### src/rtl/l1q_pkg.sv
package l1q_pkg;
  typedef enum logic [1:0] {
    SRC_NONE  = 2'd0,
    SRC_QUEUE = 2'd1,
    SRC_TRIG  = 2'd2
  } start_src_e;
endpackage

### src/rtl/l1q_seq_fifo.sv
module l1q_seq_fifo #(
  parameter int unsigned DEPTH = 4,
  parameter int unsigned W     = 4
) (
  input  logic         clk,
  input  logic         rst_n,
  input  logic         push,
  input  logic [W-1:0] din,
  input  logic         pop,
  output logic [W-1:0] head,
  output logic         empty
);
  localparam int unsigned PW = (DEPTH > 1) ? $clog2(DEPTH) : 1;
  localparam int unsigned CW = $clog2(DEPTH + 1);

  logic [W-1:0]  slot_q [DEPTH];
  logic [PW-1:0] wr_q, rd_q;
  logic [CW-1:0] fill_q;

  function automatic logic [PW-1:0] bump(input logic [PW-1:0] p);
    return (p == PW'(DEPTH - 1)) ? '0 : p + 1'b1;
  endfunction

  always_ff @(posedge clk or negedge rst_n) begin
    if (!rst_n) begin
      wr_q   <= '0;
      rd_q   <= '0;
      fill_q <= '0;
    end else begin
      if (push) wr_q <= bump(wr_q);
      if (pop)  rd_q <= bump(rd_q);
      if (push && !pop)      fill_q <= fill_q + 1'b1;
      else if (pop && !push) fill_q <= fill_q - 1'b1;
    end
  end

  for (genvar g = 0; g < DEPTH; g++) begin : g_slot
    always_ff @(posedge clk or negedge rst_n) begin
      if (!rst_n) slot_q[g] <= '0;
      else if (push && wr_q == PW'(g)) slot_q[g] <= din;
    end
  end

  assign head  = slot_q[rd_q];
  assign empty = (fill_q == '0);


  no_pop_empty_chk: assert property (@(posedge clk) disable iff (!rst_n)
    pop |-> !empty);

  no_push_full_chk: assert property (@(posedge clk) disable iff (!rst_n)
    push |-> (fill_q < CW'(DEPTH)));
endmodule

### src/rtl/l1q_occupancy.sv
module l1q_occupancy #(
  parameter int unsigned DEPTH = 4,
  parameter int unsigned CW    = 3
) (
  input  logic          clk,
  input  logic          rst_n,
  input  logic          inc,
  input  logic          dec,
  input  logic          reject,
  output logic [CW-1:0] cnt,
  output logic          full,
  output logic          ovf
);
  always_ff @(posedge clk or negedge rst_n) begin
    if (!rst_n) begin
      cnt <= '0;
      ovf <= 1'b0;
    end else begin
      if (inc && !dec)      cnt <= cnt + 1'b1;
      else if (dec && !inc) cnt <= cnt - 1'b1;
      if (reject) ovf <= 1'b1;
    end
  end

  assign full = (cnt == CW'(DEPTH));


  cnt_max_chk: assert property (@(posedge clk) disable iff (!rst_n)
    cnt <= CW'(DEPTH));

  ovf_sticky_chk: assert property (@(posedge clk) disable iff (!rst_n)
    ovf |=> ovf);

  reject_hold_chk: assert property (@(posedge clk) disable iff (!rst_n)
    (reject && !dec) |=> cnt == $past(cnt));
endmodule

### src/rtl/l1q_seq_gen.sv
module l1q_seq_gen #(
  parameter int unsigned W = 4
) (
  input  logic         clk,
  input  logic         rst_n,
  input  logic         adv,
  output logic [W-1:0] seq
);
  always_ff @(posedge clk or negedge rst_n) begin
    if (!rst_n)   seq <= '0;
    else if (adv) seq <= seq + 1'b1;
  end


  seq_hold_chk: assert property (@(posedge clk) disable iff (!rst_n)
    !adv |=> $stable(seq));
endmodule

### src/rtl/l1_event_queue.sv
module l1_event_queue #(
  parameter int unsigned DEPTH = 4,
  parameter int unsigned SEQ_W = 4,
  localparam int unsigned CW   = $clog2(DEPTH + 1)
) (
  input  logic             clk,
  input  logic             rst_n,
  input  logic             trig_i,
  input  logic             conv_done_i,
  output logic             conv_start_o,
  output logic [SEQ_W-1:0] conv_seq_o,
  output logic             busy_o,
  output logic [CW-1:0]    pend_cnt_o,
  output logic             full_o,
  output logic             ovf_o
);
  import l1q_pkg::*;

  logic             busy_q;
  logic             done_v, free, accept, reject;
  logic             q_empty, push, pop;
  logic [SEQ_W-1:0] q_head, seq_cur, start_seq;
  start_src_e       src;

  assign done_v = conv_done_i & busy_q;
  assign free   = !busy_q | done_v;
  assign accept = trig_i & (!full_o | done_v);
  assign reject = trig_i & full_o & !done_v;

  always_comb begin
    src = SRC_NONE;
    if (free && !q_empty)   src = SRC_QUEUE;
    else if (free && accept) src = SRC_TRIG;
  end

  assign start_seq = (src == SRC_QUEUE) ? q_head : seq_cur;
  assign push      = accept && (src != SRC_TRIG);
  assign pop       = (src == SRC_QUEUE);

  l1q_seq_fifo #(.DEPTH(DEPTH), .W(SEQ_W)) u_fifo (
    .clk(clk), .rst_n(rst_n), .push(push), .din(seq_cur),
    .pop(pop), .head(q_head), .empty(q_empty)
  );

  l1q_occupancy #(.DEPTH(DEPTH), .CW(CW)) u_occ (
    .clk(clk), .rst_n(rst_n), .inc(accept), .dec(done_v),
    .reject(reject), .cnt(pend_cnt_o), .full(full_o), .ovf(ovf_o)
  );

  l1q_seq_gen #(.W(SEQ_W)) u_seq (
    .clk(clk), .rst_n(rst_n), .adv(accept), .seq(seq_cur)
  );

  always_ff @(posedge clk or negedge rst_n) begin
    if (!rst_n) begin
      busy_q       <= 1'b0;
      conv_start_o <= 1'b0;
      conv_seq_o   <= '0;
    end else begin
      conv_start_o <= (src != SRC_NONE);
      if (src != SRC_NONE) begin
        busy_q     <= 1'b1;
        conv_seq_o <= start_seq;
      end else if (done_v) begin
        busy_q <= 1'b0;
      end
    end
  end

  assign busy_o = busy_q;


  idle_start_chk: assert property (@(posedge clk) disable iff (!rst_n)
    (trig_i && !busy_o && pend_cnt_o == '0) |=> (conv_start_o && busy_o));

  queue_start_chk: assert property (@(posedge clk) disable iff (!rst_n)
    (conv_done_i && busy_o && !q_empty) |=> conv_start_o);

  drain_idle_chk: assert property (@(posedge clk) disable iff (!rst_n)
    (conv_done_i && busy_o && q_empty && !trig_i) |=> (!busy_o && !conv_start_o));

  simul_keep_chk: assert property (@(posedge clk) disable iff (!rst_n)
    (trig_i && conv_done_i && busy_o) |=> (conv_start_o && pend_cnt_o == $past(pend_cnt_o)));

  done_ignore_chk: assert property (@(posedge clk) disable iff (!rst_n)
    (conv_done_i && !busy_o && !trig_i) |=> (!busy_o && pend_cnt_o == '0));

  seq_keep_chk: assert property (@(posedge clk) disable iff (!rst_n)
    !conv_start_o |-> $stable(conv_seq_o));
endmodule

### config.mk
export PLATFORM = sky130hd
export DESIGN_NAME = l1_event_queue
export DESIGN_NICKNAME = d
export VERILOG_FILES = /design/src/rtl/l1q_pkg.sv /design/src/rtl/l1q_seq_fifo.sv /design/src/rtl/l1q_occupancy.sv /design/src/rtl/l1q_seq_gen.sv /design/src/rtl/l1_event_queue.sv
export SDC_FILE = /design/constraint.sdc
export NUM_CORES = 1
export LEC_CHECK = 0
export ABC_AREA = 1
export BUFFER_PORTS_ARGS = -buffer_cell sky130_fd_sc_hd__buf_2
export CAP_MARGIN = 25
export CORE_MARGIN = 2
export CORE_UTILIZATION = 28
export CTS_CLUSTER_SIZE = 24
export DETAILED_ROUTE_END_ITERATION = 10
export SYNTH_ARGS = -nofsm -noshare
export SYNTH_HDL_FRONTEND = slang
export SYNTH_SLANG_ARGS = --single-unit
### constraint.sdc
create_clock -name clk -period 2.5 [get_ports clk]
set_input_delay 0.125 -clock clk [delete_from_list [all_inputs] [get_ports clk]]
set_output_delay 0.125 -clock clk [all_outputs]
set_load 0.02 [all_outputs]
==> impl_results.md, run 1 <==
- Fin crit share: approximately four fifths
- Syn nets: roughly 220
- Critical Path RT: 2.67 ns
- Fill count: approximately 630
- Final max-slew violation count: 0
- Starting Density: about 29%
- Hold-fix buffers at CTS: 1
- Arrival @ worst endpoint: 2.22 ns
- Final hold violations: 0
- Total Wirelength: approximately 3400 microns
- Clock skew: around 0.0021 ns
- Synth warnings: 0
- Layout cells sized above 1: roughly 15%
- IO buf count: 14
- DIE WIDTH: approximately 85 microns
- Fmax: roughly 490 MHz
- RePlAce Congestion: a little over 0.8
- Internal: around 1.5 mW
- Status: completed
- Total global routing overflow: 0
- Seq pwr share: around 45%
- Fin Setup TNS: 0 ns
- Core Rows: 29
- Clk pwr share: ~16%
- Synth Area per Inst: 9.09 sq um
- Leakage: 0.996 nW
- Critical R2R Launch: busy_o$_DFFE_PN0P_
- Worst Hold Depth: 2
- Largest net degree at the start of global routing: 38
- Total vias in the final route: 1335
- Post-synthesis sequential area ratio: just over 50%
- Slew margin rel.: 46.9%
- Post-CTS Repair Setup Buffers: 0
- # DRC: 0
- Hold EP: u_occ.ovf$_DFFE_PN0P_
- Power Density: roughly 1300 mW/mm^2
- Critical Path End Type: flip-flop
- Worst min-delay path category: in -> reg
- Initial antenna violation count: 0
- Final #Nets: approximately 230
- Clk pin slew, worst setup/hold paths: 0.07 ns
- Synth top area cells: dfrtp_1 (51%), nand2_1 (13%), nand3_1 (10%)
- Clock Path Buffers: 2
- TritonRoute pass-1 iters: 4
- Actual slew at the worst max-slew pin: between 0.7 and 0.8 ns
- Ant diodes: 0
- Vias in the first global route: 1274
- WL/cell: between 10 and 15 microns
- Crit path max fanout: 13
- Clk root buf: clkbuf_8
- Worst Reg-to-Reg Cells: 9
- Seq cells post-synth: 37
- Synthesized instance count: 201
- Layout Area Growth over Synthesis: 12.3%
- Die area: between 0.007 and 0.008 sq mm
- Reg2Reg Capture Point: u_fifo.fill_q[2]$_DFFE_PN0P_
- GRT Overall Usage: between 10% and 20%
- Post-DP HPWL: roughly 2400 microns
- Distinct cells, synth: 24
- VDD IR-drop max: approximately 470 uV
- Number of CTS-inserted buffers: 5
- Final setup fails: 0
- Boundary Pins: 15
- Htree depth: 2
- First-pass GRT wire length: about 6000 microns
- Hold wc startpoint: trig_i
- Clock Latency Late Sink: a little under 0.3 ns
- Post-synth top area share: about half
- Routed Antenna Nets: 0
- CP startpoint kind: flip-flop
- Sw Share: a little over two fifths
- RSZ-0062 raised after global routing: no
- Finished Core Util: 32.3%
- Kind of critical path: reg -> reg
- Max-cap violation count: 0
- Die Y: 84.8 microns
- Min Tclk post-route: roughly 2.0 ns
- Comb pwr share: 39.7%
- Psw: 1.11 mW
- Worst R2R Setup Slack: roughly 0.45 ns
- Vias per inst: around 4.5
- CTS Sinks: 37
- Post-CTS sizing: 0
- Synthesized area: around 0.0018 sq mm
- Starting DRT DRC Count: between 70 and 80
- Synth area leader: dfrtp_1
- TritonCTS clock tree: yes
- Core area: about 0.0063 sq mm
-- cell type report --
cell class | count | area [sq um] | share of cell area, %
sequential | 37 | 926 | 45.1
multi-input combinational | 146 | 815 | 39.7
tap | 77 | 96.3 | 4.70
timing repair buffer | 16 | 87.6 | 4.27
clock buffer | 6 | 72.6 | 3.54
inverter | 12 | 45.0 | 2.20
clock inverter | 2 | 10.0 | 0.488
-- state kept, by name, summed over array words and instances (netlist names) --
register,flops
u_occ.ovf,1
busy_o,1
u_seq.seq,4
u_fifo.slot_q,16
u_fifo.wr_q,2
u_occ.cnt,3
u_fifo.rd_q,2
conv_seq_o,4
u_fifo.fill_q,3
conv_start_o,1
-- power by group through the flow --
stage,sequential (mW),clock (mW),combinational [mW]
2_1_floorplan,1.14,0,0.803
3_3_place_gp,1.18,0,1.03
3_5_place_dp,1.18,0,1.05
4_1_cts,1.17,0.424,1.05
5_1_grt,1.21,0.454,1.19
6_report,1.17,0.405,1.04
-- cells in the mapped netlist, drive strengths merged --
| master | number |
|---|---|
| a21oi | 3 |
| a31o | 1 |
| buf | 5 |
| clkbuf | 1 |
| clkinv | 1 |
| dfrtp | 37 |
| fa | 2 |
| ha | 8 |
| inv | 11 |
| mux2 | 2 |
| nand2 | 68 |
| nand3 | 39 |
| nand4 | 4 |
| nor2 | 4 |
| nor3 | 1 |
| o21ai | 7 |
| xnor2 | 4 |
| xor2 | 3 |
-- worst max path at each step --
stage / from / to / slack [ns] / depth (start not counted)
6_report: busy_o$_DFFE_PN0P_ / u_fifo.fill_q[2]$_DFFE_PN0P_ / 0.45 / 9
3_5_place_dp: busy_o$_DFFE_PN0P_ / u_fifo.fill_q[2]$_DFFE_PN0P_ / 0.46 / 9
4_1_cts: busy_o$_DFFE_PN0P_ / u_fifo.fill_q[2]$_DFFE_PN0P_ / 0.45 / 9
2_1_floorplan: busy_o$_DFFE_PN0P_ / u_fifo.fill_q[2]$_DFFE_PN0P_ / 0.33 / 11
5_1_grt: busy_o$_DFFE_PN0P_ / u_fifo.fill_q[2]$_DFFE_PN0P_ / 0.25 / 9
3_3_place_gp: busy_o$_DFFE_PN0P_ / u_fifo.fill_q[2]$_DFFE_PN0P_ / 0.51 / 9
-- placed cells by master (no fill, tap or decap), types with 2 or more instances in the layout --
master     n
nand2_2    2
nand4_1    4
nand2_1   64
o21ai_0    7
mux2_2     2
buf_2     14
xor2_1     3
nand3_1   38
ha_1       8
inv_1     10
nor2_1     4
nand2_4    2
a21oi_1    2
clkinv_2   2
fa_1       2
clkbuf_8   5
dfrtp_1   37
xnor2_1    4
-- metrics by stage --
step | std cells | hold slack, ns | power [mW] | instance area, sq um | setup WS (ns)
2_1_floorplan | 201 | -0.171 | 1.95 | 1830 | 0.325
3_3_place_gp | 287 | 0.274 | 2.21 | 1960 | 0.506
3_5_place_dp | 287 | 0.277 | 2.23 | 1960 | 0.457
4_1_cts | 296 | 0.113 | 2.65 | 2050 | 0.450
5_1_grt | 296 | 0.124 | 2.85 | 2050 | 0.255
6_report | 296 | 0.123 | 2.61 | 2050 | 0.452
-- critical path: stages (launching register included) --
cell     delay (ns)
dfrtp_1        0.43
nand2_4        0.14
nand2_2        0.18
a21oi_4        0.20
ha_1           0.15
inv_1          0.06
fa_1           0.37
a21oi_1        0.14
o21ai_0        0.11
xor2_1         0.15
-- routing by layer --
layer  vias up  track usage [%]  wire length [microns]
li1        693                -                      -
met1       611             14.9                   1760
met3         7             3.05                    147
met4         0             5.77                     89
met2        24             14.9                   1410
met5         -                0                      0
-- cell families after synthesis --
kind of cell / count (synthesis) / share of synthesized area [%]
AOI/OAI and AO/OA: 11 / 3.83
xor gates and xnor gates: 7 / 3.35
adders and majority gates: 10 / 7.67
buffers and inverters: 18 / 4.79
DFF: 37 / 50.7
muxes: 2 / 1.23
and+or+nand+nor: 116 / 28.5
Power figures use the tool's default switching activity.
==> inputs of run 2 (changes only) <==
- ABC_AREA: 1 -> 0
- clock period: 2.5 -> 1.9 ns (I/O delays scaled with it)
==> impl_results.md, run 2 <==
- Worst hold slack: 0.174 ns
- Min Tclk post-route: 2.01 ns
- Status: complete, but fails checks
- Biggest registers after layout: u_fifo.slot_q: 16 flops, conv_seq_o: 4 flops, u_seq.seq: 4 flops
- Synthesized instance count: roughly 130
- Layout Area Growth over Synthesis: 29.7%
- Critical Path RT: ~2.1 ns
- Actual slew at the worst max-slew pin: between 0.4 and 0.5 ns
- Most frequent cells in the layout: dfrtp_1 (33), buf_4 (21), mux2_2 (18)
- VDD IR-drop max: 630 uV
- Post-DP HPWL: around 2400 microns
- Clk pin slew, worst setup/hold paths: about 0.07 ns
- Ant diodes: 0
- Sw Share: approximately a third
- Post-DP Area: roughly 0.0021 sq mm
- Starting DRT DRC Count: 55
- Cells along the critical path: nor3_2 -> buf_4 -> a221oi_4 -> ha_4 -> inv_2 -> fa_2 -> xor2_1 -> nor2_1 -> xor2_1
- Number of CTS-inserted buffers: 5
- Core area: a little under 0.006 sq mm
- Reg with most FFs: u_fifo.slot_q
- Clk root buf: clkbuf_8
- Total global routing overflow: 0
- Vias per inst: ~4.6
- Power Density: 1690 mW/mm^2
- Worst min-delay path category: in -> reg
- Leakage: between 1 and 1.5 nW
- Syn nets: about 140
- IO buf count: 14
- Total vias in the final route: 1133
- Crit path max fanout: 4
- FFs w/ async S/R, synth: 100%
- Internal: 2.48 mW
- Critical Path End: u_fifo.fill_q[2]$_DFFE_PN0P_
- Post-synth top area share: roughly 53%
- Slew margin rel.: between 60% and 70%
- Cell with the most instances after synthesis: dfrtp_1
- Clk pwr share: 14.2%
- Reg2Reg Capture Point: u_fifo.fill_q[2]$_DFFE_PN0P_
- Clock skew: roughly 0.0019 ns
- EDFF count, synth: 0
- Psw: roughly 1.3 mW
- Htree depth: 2
- Crit-path most repeated cell: xor2_1
- Routed Antenna Nets: 0
- Worst Reg-to-Reg Cells: 9
- Final Worst Setup Slack: -0.107 ns
- Vias in the first global route: 1146
- Synth area leader: dfrtp_1
- Fin Setup TNS: -0.201 ns
- RePlAce Congestion: ~0.75
- Comb pwr share: between 40% and 50%
- Max-cap violation count: 0
- Final hold violations: 0
- Post-synthesis sequential area ratio: between 50% and 60%
- Fmax: roughly 500 MHz
- Final setup fails: 2
- WL/cell: ~14 microns
- Critical Path Start: u_fifo.fill_q[1]$_DFFE_PN0P_
- First-pass GRT wire length: about 5600 microns
- Kind of critical path: reg -> reg
- Synth warnings: 0
- Crit-path max cell delay: ~0.45 ns
- Seq cells post-synth: 37
- Starting Density: between 20 and 30%
- Top_reg_cell synth: dfrtp_1
- Failing checks: setup timing
- Commonest non-fill, non-tap cell in the layout: dfrtp_1
- Synthesized area: between 0.0015 and 0.002 sq mm
- Die area: 0.00687 sq mm
- GRT Overall Usage: between 10% and 20%
- CTS Sinks: 37
- Boundary Pins: 15
- Die Y: 82.9 microns
- Total Wirelength: approximately 3400 microns
- Top delay family on crit path: adder cells
- TritonCTS clock tree: yes
- Core Rows: 28
- # DRC: 0
- Critical Path End Type: flip-flop
- Largest net degree at the start of global routing: 22
- Fin cells: between 200 and 250
- Fin crit share: 106%
- Final #Nets: ~190
- Critical R2R Launch: u_fifo.fill_q[1]$_DFFE_PN0P_
- Most frequent cells after synthesis: dfrtp_1 (37), mux2_2 (19), nand2_1 (12), ha_1 (8), inv_1 (8)
- Finished Cell Area: roughly 0.0023 sq mm
- Clock Latency Late Sink: around 0.28 ns
- Placed cell count: 232
- Max FFs per register: 16
- Distinct cells, synth: 27
- Arrival @ worst endpoint: around 2.2 ns
- Crit path depth: 9
- Layout cells sized above 1: between 50% and 60%
- Clock Path Buffers: 2
- RSZ-0062 raised after global routing: yes
- DIE WIDTH: a little over 80 microns
- Worst R2R Setup Slack: -0.11 ns
- Seq pwr share: 40.7%
- Final max-slew violation count: 0
- Buffer and inverter count on the worst path: 2
- TritonRoute pass-1 iters: 4
- Synth Area per Inst: ~14 sq um
- Initial antenna violation count: 0
- CP startpoint kind: flip-flop
- Slowest-stage cell, CP: dfrtp_1
- Power Total: 3.81 mW
- Synth top area cells: dfrtp_1 (53%), mux2_2 (12%), ha_1 (5.7%)
-- run 2: changes by cell type after synthesis, sizes merged, moves of 5 or more --
cell,previous run,this run
nand2,68,13
nand3,39,1
mux2,2,19
buf,5,0
-- run 2: area by class of cell --
cell class	count	area (sq um)
well taps	75	93.8
clock buffers	7	86.3
flip-flops and latches	37	931
multi-input cells	81	846
fillers	573	3700
inverters	8	32.5
repair buffers	38	269
-- run 2: logic make-up after synthesis --
family	synth area share, %
simple gates	8.48
compound gates	6.18
buf+inv	2.16
fa+ha+maj	8.05
flops	53.2
mux	17.5
xor+xnor	4.53
-- run 2: worst min-delay path by stage --
| stage | start | to | slack (ns) | cells past startpoint |
|---|---|---|---|---|
| 6_report | trig_i | u_occ.ovf$_DFFE_PN0P_ | 0.17 | 3 |
| 5_1_grt | trig_i | u_occ.ovf$_DFFE_PN0P_ | 0.21 | 3 |
| 3_3_place_gp | rst_n | u_fifo.slot_q[5]$_DFFE_PN0P_ | 0.07 | 1 |
| 2_1_floorplan | rst_n | busy_o$_DFFE_PN0P_ | -0.20 | 0 |
| 3_5_place_dp | rst_n | u_fifo.slot_q[5]$_DFFE_PN0P_ | 0.07 | 1 |
| 4_1_cts | trig_i | u_occ.ovf$_DFFE_PN0P_ | 0.15 | 3 |
-- run 2: worst reg2reg max path: stages, from the launching register on --
cell,delay (ns)
dfrtp_1,0.45
nor3_2,0.06
buf_4,0.15
a221oi_4,0.33
ha_4,0.18
inv_2,0.03
fa_2,0.32
xor2_1,0.14
nor2_1,0.12
xor2_1,0.14
-- run 2: stage by stage --
step	utilization (%)	setup slack (ns)
after floorplan	-	-0.241
after global placement	35.0	-0.0858
after detailed placement	35.0	-0.129
after CTS	37.0	-0.0904
after global routing	37.9	-0.208
final	37.9	-0.107
-- run 2: timing repair --
item	CTS	global route
pin swaps	4	10
setup buffers	3	3
setup endpoints to repair	3	4
endpoints found under the hold margin	16	0
gates resized for setup	2	11
hold buffers	1	0
-- run 2: metal layers --
metal	vias to the layer above	GRT usage [%]	routed length, microns
met5	-	0	0
met4	0	4.47	40
met3	2	3.58	119
met2	22	16.2	1670
met1	577	13.1	1530
li1	532	-	-
-- run 2: power by group through the flow --
stage                     Combinational [mW]  Clock, mW  Sequential [mW]
after detailed placement                1.61          0             1.56
after floorplan                         1.04          0             1.57
after CTS                               1.66      0.558             1.54
final                                   1.72      0.541             1.55
after global placement                  1.58          0             1.54
after global routing                    1.89      0.595             1.62
==> inputs of run 3 (changes only) <==
- ABC_AREA: 0 -> 1
==> impl_results.md, run 3 (same netlist as run 1, synthesis figures left out) <==
- Final hold violations: 0
- Worst Hold Depth: 2
- TritonCTS clock tree: yes
- Layout cells sized above 1: a little under a quarter
- Crit-path max cell delay: 0.45 ns
- Layout Area Growth over Synthesis: 19.5%
- WL/cell: 12.7 microns
- Power Density: between 1500 and 2000 mW/mm^2
- Die area: 0.00719 sq mm
- Slew margin rel.: roughly 70%
- Reg2Reg Capture Point: u_fifo.fill_q[2]$_DFFE_PN0P_
- Starting Density: between 20 and 30%
- Final setup fails: 0
- Post-DP HPWL: roughly 2700 microns
- Actual slew at the worst max-slew pin: about 0.48 ns
- Critical Path End Type: flip-flop
- VDD IR-drop max: 807 uV
- First-pass GRT wire length: 6380 microns
- Critical R2R Launch: busy_o$_DFFE_PN0P_
- Clock Latency Late Sink: 0.29 ns
- Critical Path RT: roughly 2.1 ns
- Boundary Pins: 15
- CTS Sinks: 37
- Htree depth: 2
- Ant diodes: 0
- Core Rows: 29
- Total vias in the final route: approximately 1400
- Most frequent cells in the layout: nand2_1 (64), nand3_1 (38), dfrtp_1 (34)
- CP startpoint kind: flip-flop
- Min Tclk post-route: approximately 1.8 ns
- Clk pin slew, worst setup/hold paths: 0.07 ns
- Biggest registers after layout: u_fifo.slot_q: 16 flops, conv_seq_o: 4 flops, u_seq.seq: 4 flops
- Core area: around 0.0063 sq mm
- TritonRoute pass-1 iters: 4
- Hold wc startpoint: trig_i
- Hold EP: u_occ.ovf$_DFFE_PN0P_
- Sequential Area: around 930 sq um
- Clock skew: 0.00201 ns
- RePlAce Congestion: around 0.8
- Total Wirelength: 3920 microns
- Routed Antenna Nets: 0
- # DRC: 0
- Vias per inst: around 4.6
- Max FFs per register: 16
- Finished Core Util: 34.4%
- Slowest-stage cell, CP: dfrtp_2
- Cells along the critical path: nand2_4 -> nand2_4 -> a21oi_4 -> ha_4 -> inv_2 -> fa_2 -> a21oi_2 -> o21ai_1 -> xor2_1
- Fin cells: 308
- Placed cell count: a little under 300
- Top delay family on crit path: adder cells
- Power Total: between 3 and 4 mW
- Worst min-delay path category: in -> reg
- Worst slack, placed: approximately 0.030 ns
- Final Worst Setup Slack: between 0.05 and 0.06 ns
- Status: completed
- Initial antenna violation count: 0
- Fin crit share: ~97%
- Leakage: roughly 1.1 nW
- Worst R2R Setup Slack: just under 0.06 ns
- Kind of critical path: reg -> reg
- Clk root buf: clkbuf_8
- Vias in the first global route: about 1400
- Fill count: between 600 and 700
- Crit-path most repeated cell: nand2_4
- Commonest non-fill, non-tap cell in the layout: nand2_1
- Final max-slew violation count: 0
- DIE WIDTH: 84.8 microns
- Die Y: 84.8 microns
- Arrival @ worst endpoint: between 2 and 2.5 ns
- IO buf count: 14
- Largest net degree at the start of global routing: 25
- Crit path max fanout: 5
- GRT Overall Usage: between 10% and 20%
- Number of CTS-inserted buffers: 5
- Max-cap violation count: 0
- Final #Nets: 244
- Fmax: 543 MHz
- Total global routing overflow: 0
- Multi-input gate area: ~850 sq um
- Starting DRT DRC Count: between 50 and 60
- Clock Path Buffers: 2
- Reg with most FFs: u_fifo.slot_q
- Worst Reg-to-Reg Cells: 9
- Buffer and inverter count on the worst path: 1
-- run 3: changes by cell type in the layout (fill, tap and decap cells not counted), sizes merged, moves of 2 or more --
cell   delta
buf      -10
o21ai     +4
mux4      -4
nand4     +3
mux2     -17
and3      -4
nand3    +38
xor2      -2
nand2    +55
inv       +3
a21oi     +3
a221o     -4
-- run 3: power by group --
group / internal [mW] / switching, mW / leakage, nW / total, mW
combinational: 0.697 / 0.927 / 0.559 / 1.62
clock: 0.296 / 0.284 / 0.0455 / 0.580
sequential: 1.16 / 0.349 / 0.450 / 1.51
total: 2.16 / 1.56 / 1.05 / 3.71
-- run 3: repair_timing --
item | CTS | global route
buffers inserted | 0 | 6
endpoints found under the setup margin | 0 | 4
endpoints found under the hold margin | 19 | 0
hold buffers | 1 | 0
resized for setup | 0 | 4
-- run 3: worst reg2reg max path, cell delays in order (launching register included) --
cell and delay, ns:
dfrtp_2 0.45, nand2_4 0.10, nand2_4 0.08, a21oi_4 0.19
ha_4 0.15, inv_2 0.05, fa_2 0.35, a21oi_2 0.13
o21ai_1 0.09, xor2_1 0.15
-- run 3: cell type report --
type	instances	area share (%)
Timing Repair Buffer	28	8.13
Clock buffer	8	4.12
Tap cell	77	4.41
Multi-Input combinational cell	146	38.7
Inverter	12	2.06
Sequential cell	37	42.6
-- run 3: per-layer routing --
metal  up-vias  routed length [microns]  share of wire [%]  track usage (%)
met5         -                        0                  0                0
met3         4                      135                3.4             3.64
met4         0                       50                1.3             5.19
li1        715                        -                  -                -
met2        21                     1840                 47             17.0
met1       682                     1890                 48             14.9
-- run 3: how the worst max path moves through the flow --
stage                                       from  slack (ns)                            to  depth (start not counted)
CTS                           busy_o$_DFFE_PN0P_        0.01      u_occ.cnt[1]$_DFFE_PN0P_                          8
global route        u_fifo.fill_q[1]$_DFFE_PN0P_       -0.02  u_fifo.fill_q[2]$_DFFE_PN0P_                         10
detailed placement            busy_o$_DFFE_PN0P_        0.03      u_occ.cnt[1]$_DFFE_PN0P_                          8
floorplan               u_occ.cnt[1]$_DFFE_PN0P_       -0.09  u_fifo.fill_q[1]$_DFFE_PN0P_                          9
global placement              busy_o$_DFFE_PN0P_        0.07      u_occ.cnt[1]$_DFFE_PN0P_                          8
finish                        busy_o$_DFFE_PN0P_        0.06  u_fifo.fill_q[2]$_DFFE_PN0P_                          9
-- run 3: through the flow --
stage | hold slack (ns) | setup TNS (ns) | instance area [sq um]
after global routing | 0.0864 | -0.0352 | 2180
after floorplan | -0.201 | -0.191 | 1850
after CTS | 0.0851 | 0 | 2130
final | 0.0944 | 0 | 2180
after global placement | 0.0752 | 0 | 2030
after detailed placement | 0.0836 | 0 | 2030
